**src/rtl/i2c_cmd_pkg.sv**
```systemverilog
package i2c_cmd_pkg;

  typedef enum logic [2:0] {
    PH_IDLE  = 3'd0,
    PH_ADDR  = 3'd1,
    PH_CMD   = 3'd2,
    PH_WDATA = 3'd3,
    PH_RDATA = 3'd4,
    PH_RACK  = 3'd5,
    PH_HOLD  = 3'd6
  } phase_t;

  // 8-bit address slot value for a 7-bit address and a direction bit (1 = read)
  function automatic logic [7:0] slot_byte(input logic [6:0] a7, input logic rd);
    return {a7, rd};
  endfunction

endpackage

```
**src/rtl/i2c_cmd_cond.sv**
```systemverilog
module i2c_cmd_cond #(
  parameter int SYNC_STAGES = 2
) (
  input  logic clk,
  input  logic rst_n,
  input  logic scl_i,
  input  logic sda_i,
  output logic scl_s,
  output logic sda_s,
  output logic scl_rise,
  output logic scl_fall,
  output logic start_ev,
  output logic stop_ev
);

  logic [SYNC_STAGES-1:0] scl_ff, sda_ff;
  logic scl_q, sda_q;

  always_ff @(posedge clk or negedge rst_n) begin
    if (!rst_n) begin
      scl_ff <= '1;
      sda_ff <= '1;
      scl_q  <= 1'b1;
      sda_q  <= 1'b1;
    end else begin
      scl_ff <= {scl_ff[SYNC_STAGES-2:0], scl_i};
      sda_ff <= {sda_ff[SYNC_STAGES-2:0], sda_i};
      scl_q  <= scl_s;
      sda_q  <= sda_s;
    end
  end

  assign scl_s    = scl_ff[SYNC_STAGES-1];
  assign sda_s    = sda_ff[SYNC_STAGES-1];
  assign scl_rise = scl_s & ~scl_q;
  assign scl_fall = ~scl_s & scl_q;
  assign start_ev = scl_s & scl_q & sda_q & ~sda_s;
  assign stop_ev  = scl_s & scl_q & ~sda_q & sda_s;

endmodule

```
**src/rtl/i2c_cmd_engine.sv**
```systemverilog
module i2c_cmd_engine
  import i2c_cmd_pkg::*;
#(
  parameter logic [6:0] ADDR7      = 7'h18,
  parameter int         WORD_BYTES = 3,
  parameter int         CNT_LSB    = 0,
  parameter int         CNT_BITS   = 3,
  localparam int        WORD_W     = 8 * WORD_BYTES,
  localparam int        BI_W       = $clog2(WORD_BYTES)
) (
  input  logic                clk,
  input  logic                rst_n,
  input  logic                scl_s,
  input  logic                sda_s,
  input  logic                scl_rise,
  input  logic                scl_fall,
  input  logic                start_ev,
  input  logic                stop_ev,
  output logic                sda_oe,
  output logic                cmd_valid,
  output logic [WORD_W-1:0]   cmd_word,
  output logic                wr_valid,
  output logic [WORD_W-1:0]   wr_data,
  output logic [CNT_BITS-1:0] wr_index,
  output logic                rd_req,
  output logic [CNT_BITS-1:0] rd_index,
  input  logic [WORD_W-1:0]   rd_data
);

  localparam logic [BI_W-1:0] LAST_B = BI_W'(WORD_BYTES - 1);

  // word count carried by a command word
  function automatic logic [CNT_BITS:0] words_in(input logic [WORD_W-1:0] c);
    return {1'b0, c[CNT_LSB +: CNT_BITS]} + 1'b1;
  endfunction

  phase_t              ph, after_ack;
  logic                in_ack, cmd_ok, mack;
  logic [3:0]          bitcnt;
  logic [7:0]          sh;
  logic [WORD_W-1:0]   acc, rsh;
  logic [BI_W-1:0]     bidx;
  logic [CNT_BITS:0]   widx, wcnt;

  // named internal events
  logic rx_phase, byte_done, word_done, wr_hit, rd_hit;
  logic [WORD_W-1:0] asm_word;
  logic [CNT_BITS:0] widx_nx;

  assign rx_phase  = (ph == PH_ADDR) || (ph == PH_CMD) || (ph == PH_WDATA);
  assign byte_done = rx_phase && !in_ack && scl_fall && (bitcnt == 4'd8);
  assign word_done = byte_done && (bidx == LAST_B);
  assign asm_word  = {acc[WORD_W-9:0], sh};
  assign wr_hit    = (sh == slot_byte(ADDR7, 1'b0));
  assign rd_hit    = (sh == slot_byte(ADDR7, 1'b1)) && cmd_ok;
  assign widx_nx   = widx + 1'b1;

  always_ff @(posedge clk or negedge rst_n) begin
    if (!rst_n) begin
      ph <= PH_IDLE;  after_ack <= PH_IDLE;
      in_ack <= 1'b0; cmd_ok <= 1'b0; mack <= 1'b1;
      bitcnt <= '0;   sh <= '0; acc <= '0; rsh <= '0;
      bidx <= '0;     widx <= '0; wcnt <= '0;
      sda_oe <= 1'b0; cmd_valid <= 1'b0; cmd_word <= '0;
      wr_valid <= 1'b0; wr_data <= '0; wr_index <= '0;
      rd_req <= 1'b0; rd_index <= '0;
    end else begin
      cmd_valid <= 1'b0;
      wr_valid  <= 1'b0;
      rd_req    <= 1'b0;
      if (rd_req) rsh <= rd_data;
      if (start_ev) begin
        ph <= PH_ADDR; in_ack <= 1'b0; bitcnt <= '0; sda_oe <= 1'b0; bidx <= '0;
      end else if (stop_ev) begin
        ph <= PH_IDLE; in_ack <= 1'b0; bitcnt <= '0; sda_oe <= 1'b0; cmd_ok <= 1'b0;
      end else begin
        case (ph)
          PH_ADDR, PH_CMD, PH_WDATA: begin
            if (in_ack) begin
              if (scl_fall) begin
                in_ack <= 1'b0;
                ph     <= after_ack;
                if (after_ack == PH_RDATA) begin
                  sda_oe <= ~rsh[WORD_W-1];
                  rsh    <= rsh << 1;
                  bitcnt <= 4'd1;
                end else begin
                  sda_oe <= 1'b0;
                  bitcnt <= '0;
                end
              end
            end else begin
              if (scl_rise && bitcnt != 4'd8) begin
                sh     <= {sh[6:0], sda_s};
                bitcnt <= bitcnt + 4'd1;
              end
              if (byte_done) begin
                case (ph)
                  PH_ADDR: begin
                    if (wr_hit) begin
                      sda_oe <= 1'b1; in_ack <= 1'b1; after_ack <= PH_CMD;
                      bidx <= '0; cmd_ok <= 1'b0;
                    end else if (rd_hit) begin
                      sda_oe <= 1'b1; in_ack <= 1'b1; after_ack <= PH_RDATA;
                      bidx <= '0; widx <= '0; rd_req <= 1'b1; rd_index <= '0;
                    end else begin
                      ph <= PH_HOLD; cmd_ok <= 1'b0;
                    end
                  end
                  PH_CMD: begin
                    sda_oe <= 1'b1; in_ack <= 1'b1; acc <= asm_word;
                    if (word_done) begin
                      cmd_valid <= 1'b1; cmd_word <= asm_word;
                      wcnt <= words_in(asm_word); widx <= '0; bidx <= '0;
                      cmd_ok <= 1'b1; after_ack <= PH_WDATA;
                    end else begin
                      bidx <= bidx + 1'b1; after_ack <= PH_CMD;
                    end
                  end
                  default: begin
                    if (widx >= wcnt) begin
                      ph <= PH_HOLD;
                    end else begin
                      sda_oe <= 1'b1; in_ack <= 1'b1; acc <= asm_word;
                      after_ack <= PH_WDATA;
                      if (word_done) begin
                        wr_valid <= 1'b1; wr_data <= asm_word;
                        wr_index <= widx[CNT_BITS-1:0];
                        widx <= widx_nx; bidx <= '0;
                      end else begin
                        bidx <= bidx + 1'b1;
                      end
                    end
                  end
                endcase
              end
            end
          end
          PH_RDATA: begin
            if (scl_fall) begin
              if (bitcnt == 4'd8) begin
                sda_oe <= 1'b0; ph <= PH_RACK;
              end else begin
                sda_oe <= ~rsh[WORD_W-1]; rsh <= rsh << 1; bitcnt <= bitcnt + 4'd1;
              end
            end
          end
          PH_RACK: begin
            if (scl_rise) begin
              mack <= sda_s;
              if (!sda_s && bidx == LAST_B && widx_nx < wcnt) begin
                rd_req <= 1'b1; rd_index <= widx_nx[CNT_BITS-1:0];
              end
            end
            if (scl_fall) begin
              if (mack) begin
                ph <= PH_HOLD;
              end else if (bidx == LAST_B && widx_nx >= wcnt) begin
                widx <= widx_nx; ph <= PH_HOLD;
              end else begin
                if (bidx == LAST_B) begin
                  bidx <= '0; widx <= widx_nx;
                end else begin
                  bidx <= bidx + 1'b1;
                end
                sda_oe <= ~rsh[WORD_W-1]; rsh <= rsh << 1;
                bitcnt <= 4'd1; ph <= PH_RDATA;
              end
            end
          end
          default: ;
        endcase
      end
    end
  end

  // a START always lands in the address slot with SDA released
  a_r11_start_to_addr: assert property (@(posedge clk) disable iff (!rst_n)
    start_ev |=> (ph == PH_ADDR && !sda_oe));
  // a STOP always returns to idle with SDA released
  a_r11_stop_to_idle: assert property (@(posedge clk) disable iff (!rst_n)
    stop_ev |=> (ph == PH_IDLE && !sda_oe));
  // the held state never drives the line
  a_r9_hold_released: assert property (@(posedge clk) disable iff (!rst_n)
    (ph == PH_HOLD || ph == PH_IDLE) |-> !sda_oe);
  // the target only starts pulling SDA low while SCL is low
  a_r2_drive_on_low: assert property (@(posedge clk) disable iff (!rst_n)
    $rose(sda_oe) |-> !scl_s);
  // command strobe lasts one cycle
  a_r3_cmd_pulse: assert property (@(posedge clk) disable iff (!rst_n)
    cmd_valid |=> !cmd_valid);
  // no write word index reaches the counted limit
  a_r6_wr_in_count: assert property (@(posedge clk) disable iff (!rst_n)
    wr_valid |-> ({1'b0, wr_index} < wcnt));
  // no read request beyond the counted words
  a_r10_rd_in_count: assert property (@(posedge clk) disable iff (!rst_n)
    rd_req |-> ({1'b0, rd_index} < wcnt));

endmodule

```
**src/rtl/i2c_cmd_target.sv**
```systemverilog
module i2c_cmd_target #(
  parameter logic [6:0] ADDR7       = 7'h18,
  parameter int         WORD_BYTES  = 3,
  parameter int         CNT_LSB     = 0,
  parameter int         CNT_BITS    = 3,
  parameter int         SYNC_STAGES = 2,
  localparam int        WORD_W      = 8 * WORD_BYTES
) (
  input  logic                clk,
  input  logic                rst_n,
  input  logic                scl_i,
  input  logic                sda_i,
  output logic                sda_oe,
  output logic                cmd_valid,
  output logic [WORD_W-1:0]   cmd_word,
  output logic                wr_valid,
  output logic [WORD_W-1:0]   wr_data,
  output logic [CNT_BITS-1:0] wr_index,
  output logic                rd_req,
  output logic [CNT_BITS-1:0] rd_index,
  input  logic [WORD_W-1:0]   rd_data
);

  logic scl_s, sda_s, scl_rise, scl_fall, start_ev, stop_ev;

  i2c_cmd_cond #(.SYNC_STAGES(SYNC_STAGES)) u_cond (
    .clk(clk), .rst_n(rst_n), .scl_i(scl_i), .sda_i(sda_i),
    .scl_s(scl_s), .sda_s(sda_s), .scl_rise(scl_rise), .scl_fall(scl_fall),
    .start_ev(start_ev), .stop_ev(stop_ev)
  );

  i2c_cmd_engine #(
    .ADDR7(ADDR7), .WORD_BYTES(WORD_BYTES), .CNT_LSB(CNT_LSB), .CNT_BITS(CNT_BITS)
  ) u_engine (
    .clk(clk), .rst_n(rst_n), .scl_s(scl_s), .sda_s(sda_s),
    .scl_rise(scl_rise), .scl_fall(scl_fall), .start_ev(start_ev), .stop_ev(stop_ev),
    .sda_oe(sda_oe), .cmd_valid(cmd_valid), .cmd_word(cmd_word),
    .wr_valid(wr_valid), .wr_data(wr_data), .wr_index(wr_index),
    .rd_req(rd_req), .rd_index(rd_index), .rd_data(rd_data)
  );

endmodule

```
**config.mk**
```make
export PLATFORM = sky130hd
export DESIGN_NAME = i2c_cmd_target
export DESIGN_NICKNAME = d
export VERILOG_FILES = /design/src/rtl/i2c_cmd_pkg.sv /design/src/rtl/i2c_cmd_cond.sv /design/src/rtl/i2c_cmd_engine.sv /design/src/rtl/i2c_cmd_target.sv
export SDC_FILE = /design/constraint.sdc
export NUM_CORES = 1
export LEC_CHECK = 0
export CORE_MARGIN = 2
export CORE_UTILIZATION = 39
export DETAILED_ROUTE_END_ITERATION = 10
export HOLD_SLACK_MARGIN = 0.05
export PLACE_DENSITY = 0.61
export SLEW_MARGIN = 30
export SYNTH_ARGS = -nofsm -noshare
export SYNTH_HDL_FRONTEND = slang
export SYNTH_HIERARCHICAL = 1
export SYNTH_SLANG_ARGS = --single-unit
```
**constraint.sdc**
```tcl
create_clock -name clk -period 3.6 [get_ports clk]
set_clock_uncertainty 0.15 [all_clocks]
set_input_delay 0.72 -clock clk [delete_from_list [all_inputs] [get_ports clk]]
set_output_delay 0.72 -clock clk [all_outputs]
set_load 0.03 [all_outputs]
```
==> impl_summary.md <==
Outcome
The flow ran to the end, and the final reports show no timing, DRC or antenna violations.

Drt
Once detail routing completed, the nets flagged for antenna violations numbered 0. The first detailed-routing pass ran for 4 iterations. The first routing iteration left 415 violations. After detailed routing, the average wire length per cell comes to 16.6 um. Detailed routing inserted a total of 4591 vias. The ratio of routed vias to standard cells is 5.13. The count of unresolved DRC violations after routing is 0. Wires add up to 14.9 mm.

Worst setup path
The launching instance or port of the critical path is u_engine/widx[0]$_DFFE_PN0P_. The signal arrival time at the worst endpoint is 3.33 ns. The type of element launching the critical path is a flop.

The worst setup path is captured at a flop. The launch instance of the worst register-to-register path is u_engine/widx[0]$_DFFE_PN0P_. On the critical path, the stage with the largest delay is an instance of dfrtp_1.

The maximum fanout along the worst path is 23. The critical path goes through ha_1 > xnor2_1 > inv_1 > ha_1 > nand4b_1 > and2_1 > a21boi_1 > o21ai_0 > nand3_2 > buf_4 > mux2_2. The worst setup path is of the flop to flop kind. The number of cells on the worst reg-to-reg path is 11. On the worst path, the slowest cell contributes a delay of 0.44 ns.

Across all register-to-register paths, the minimum setup slack is 0.42 ns. The cell type with the highest occurrence count on the critical path is ha_1. In this run the critical register-to-register path is captured at u_engine/rsh[2]$_DFF_PN0_. Data on the critical path is required at its endpoint by 3.75 ns.

Synthesis
The simple logic cell fraction of the synthesized area is 14.3%. By area the synthesized netlist is led by dfrtp_1, mux2_2, nand2_1, ha_1, dfstp_2. The fraction of synthesis flops using an asynchronous set or reset pin is 100%. Synthesis inferred 135 register bits. The largest family of logic cells by synthesized area is multiplexers. The mean instance size in the synthesized netlist is 11.3 um^2.

The netlist area before placement is 6500 um^2. The total of warnings raised by yosys is 6. Summing the areas of all compound-gate instances in the mapped netlist gives 8.47% of the synthesized area. The number of different library cells in the post-synthesis netlist is 74. Among all flip-flop cells after synthesis, the most frequent one is dfrtp_1. The post-synthesis mux area share is 17.9%.

The number of flops mapped to enable cells by yosys is 0. In the synthesized netlist, the number of instances is 576. After Yosys synthesis, XOR and XNOR cells account for 0.404% of the synthesized area. Of the total synthesized cell area, the portion taken by full adders, half adders and majority gates is 3.27%. The biggest area contributor in the post-synthesis netlist is dfrtp_1. Summing the sequential cell areas from Yosys gives 52.1% of the chip area. Synthesis produced a netlist with a net count of 621. The share of synthesized area in the top cell type comes to 49.3%.

Placed design
The last weighted congestion value of the routability-driven placer is 0.873. Summed over all nets, the half-perimeter wirelength after detailed placement is 10.4 mm. Port buffering added 85 buffers.

GRT
The first global-routing pass estimated 24.9 mm of wire. The pin count of the biggest net entering global routing is 84. The total congestion overflow is 0. The via count of the first global-routing pass is 4760.

For this run, the total global-route usage over all layers was measured as 17.9%. The initial antenna violation count is 0.

Timing
Derived from the worst setup path, the maximum achievable clock frequency is 315 MHz. The relative slew slack is 49.9%. The final number of max-transition violations is 0.

The hold violation count in the final report is 0. The final count of negative-setup-slack endpoints is 0. For the pin with the worst max-slew slack, the measured transition is 0.752 ns. Setup repair after global routing left no endpoint under its margin. Summed over all failing endpoints, the final setup total negative slack is 0 ns. The clock period minus final worst setup slack is 3.18 ns. The portion of the clock cycle consumed by the worst path in the final layout is 88.2%.

Clock network
For this design, the sink count on the clock tree is 135. The deepest level of the CTS H-tree is 4. The insertion delay of the later-clocked pin in the worst-skew pair is 0.43 ns. The number of buffers between clock root and the deepest sink is 2. The total clock buffers created by CTS is 17. Buffers added to address setup during post-CTS repair amount to 0. The number of hold-repair buffers added at the cts stage is 0. In this run the clock root is driven by a clkbuf_16.

The post-cts gate resize count is 0. The register clock-pin slew on the reported worst setup and hold paths is 0.06 ns. TritonCTS built the clock tree.

Finish
After the last flow step, the layout net total stands at 708. The area growth from synthesis to final layout is 25.7%. 0 antenna diodes ended up in the layout.

Counting the fill cells in the layout gives 1483. The share of post-route cells with drive strength above 1 is 22.5%. In the final layout, the multi-input gates occupy 2880 um^2. The total area of sequential cells is 3390 um^2. The utilization of the core after routing is 49.7%.

Pwr
Power spread over the standard cell area amounts to 639 nW/um^2. The worst-case IR drop observed on VDD is 0.000364 V. Summed over all cells, the static leakage comes to 3.85 nW. Overall power consumption after layout is estimated at 5.22 mW.

Floorplan
The starting density of the core is 39.5%. The width of the chip is 133 um. The initialized floorplan defines 47 standard-cell rows.

The number of top-level pins is 86. The die outline area is 17700 um^2. The floorplan step defined a core boundary enclosing 16500 um^2. The vertical die dimension is 133 um.

Flow run
The count of maximum capacitance violations is 0.

Min path
The kind of path behind the tightest hold check is input pin to asynchronous set/reset pin.
## flip-flops by register name, summed over array words and instances, names as in the netlist, 4 cells and up
| signal | flops |
|---|---|
| u_engine/acc | 16 |
| u_engine/bitcnt | 4 |
| u_engine/cmd_word | 24 |
| u_engine/rsh | 24 |
| u_engine/sh | 8 |
| u_engine/wcnt | 4 |
| u_engine/widx | 4 |
| u_engine/wr_data | 24 |
## synthesized netlist by cell type, types with 4 or more instances
cell / n
dfrtp_1: 128
o21ai_0: 20
clkbuf_1: 5
nand2_1: 94
nand2b_1: 6
a31oi_1: 5
nor2b_1: 6
o21ai_1: 5
ha_1: 17
nand3_1: 15
dfstp_2: 7
mux2_1: 11
buf_4: 7
mux2_2: 89
a21oi_1: 11
mux2i_1: 4
nor3_1: 5
inv_1: 21
nor2_1: 26
nand4_1: 4
and3_1: 5
buf_2: 12
## area by class of cell
class                           instances  area share [%]
Sequential cell                       135            41.4
Multi-Input combinational cell        393            35.3
Timing Repair Buffer                   95            11.3
Clock buffer                           18            5.25
Tap cell                              220            3.37
Clock inverter                         13            2.39
Inverter                               21           0.964
## how the worst max path moves through the flow
stage,to,cells after the start
2_1_floorplan,u_engine/rsh[10]$_DFF_PN0_,11
3_3_place_gp,u_engine/rsh[4]$_DFF_PN0_,11
3_5_place_dp,u_engine/rsh[21]$_DFF_PN0_,11
4_1_cts,u_engine/rsh[21]$_DFF_PN0_,11
5_1_grt,u_engine/rsh[21]$_DFF_PN0_,11
6_report,u_engine/rsh[2]$_DFF_PN0_,11
## metrics by stage
| stage | cells | cell area [um^2] | setup slack, ns | hold slack, ns |
|---|---|---|---|---|
| 2_1_floorplan | 576 | 6500 | 0.911 | 0.195 |
| 3_3_place_gp | 864 | 7550 | 0.572 | 0.197 |
| 3_5_place_dp | 864 | 7550 | 0.446 | 0.197 |
| 4_1_cts | 895 | 8180 | 0.440 | 0.206 |
| 5_1_grt | 895 | 8180 | 0.226 | 0.208 |
| 6_report | 895 | 8180 | 0.423 | 0.175 |
## power breakdown
part,internal [mW],leakage (nW),switching (mW)
Combinational,0.621,1.72,0.802
Clock,1.16,0.299,0.682
Sequential,1.70,1.83,0.257
Total,3.48,3.85,1.74
## cell families (layout without fill, tap and decap cells)
logic type                 count (synthesis)  after routing
buffers and inverters                     48            147
adders and majority gates                 17             17
muxes                                    104            104
xor gates and xnor gates                   3              3
DFF                                      135            135
AOI/OAI and AO/OA                         80             80
and+or+nand+nor                          189            189
## per-layer routing
layer	routed length, um	track usage, %
met3	734	4.22
met2	6760	27.3
met5	0	0
met4	276	6.62
met1	7110	25.0
## critical path: cells and delay by family, from the launching register on
family	cells	cell delay, ns
AOI/OAI and AO/OA	2	0.56
DFF	1	0.44
adders and majority gates	2	0.54
and+or+nand+nor	3	0.37
buffers and inverters	2	0.36
muxes	1	0.38
xor gates and xnor gates	1	0.25
## layout by cell type, fill, tap and decap left out, types with 4 or more instances in the layout
master           count
mux2_2              89
nand3_1             15
nand2b_1             6
o21ai_0             20
dfstp_2              7
nor2_1              26
nand4_1              4
nand2_1             94
mux2i_1              4
clkbuf_16           17
bufinv_16            4
o21ai_1              5
clkdlybuf4s50_1     84
mux2_1              11
and3_1               5
inv_1               21
nor2b_1              6
buf_4               10
nor3_1               5
ha_1                17
a31oi_1              5
a21oi_1             11
dfrtp_1            128
Note: power is estimated with default switching activity, not from simulation.
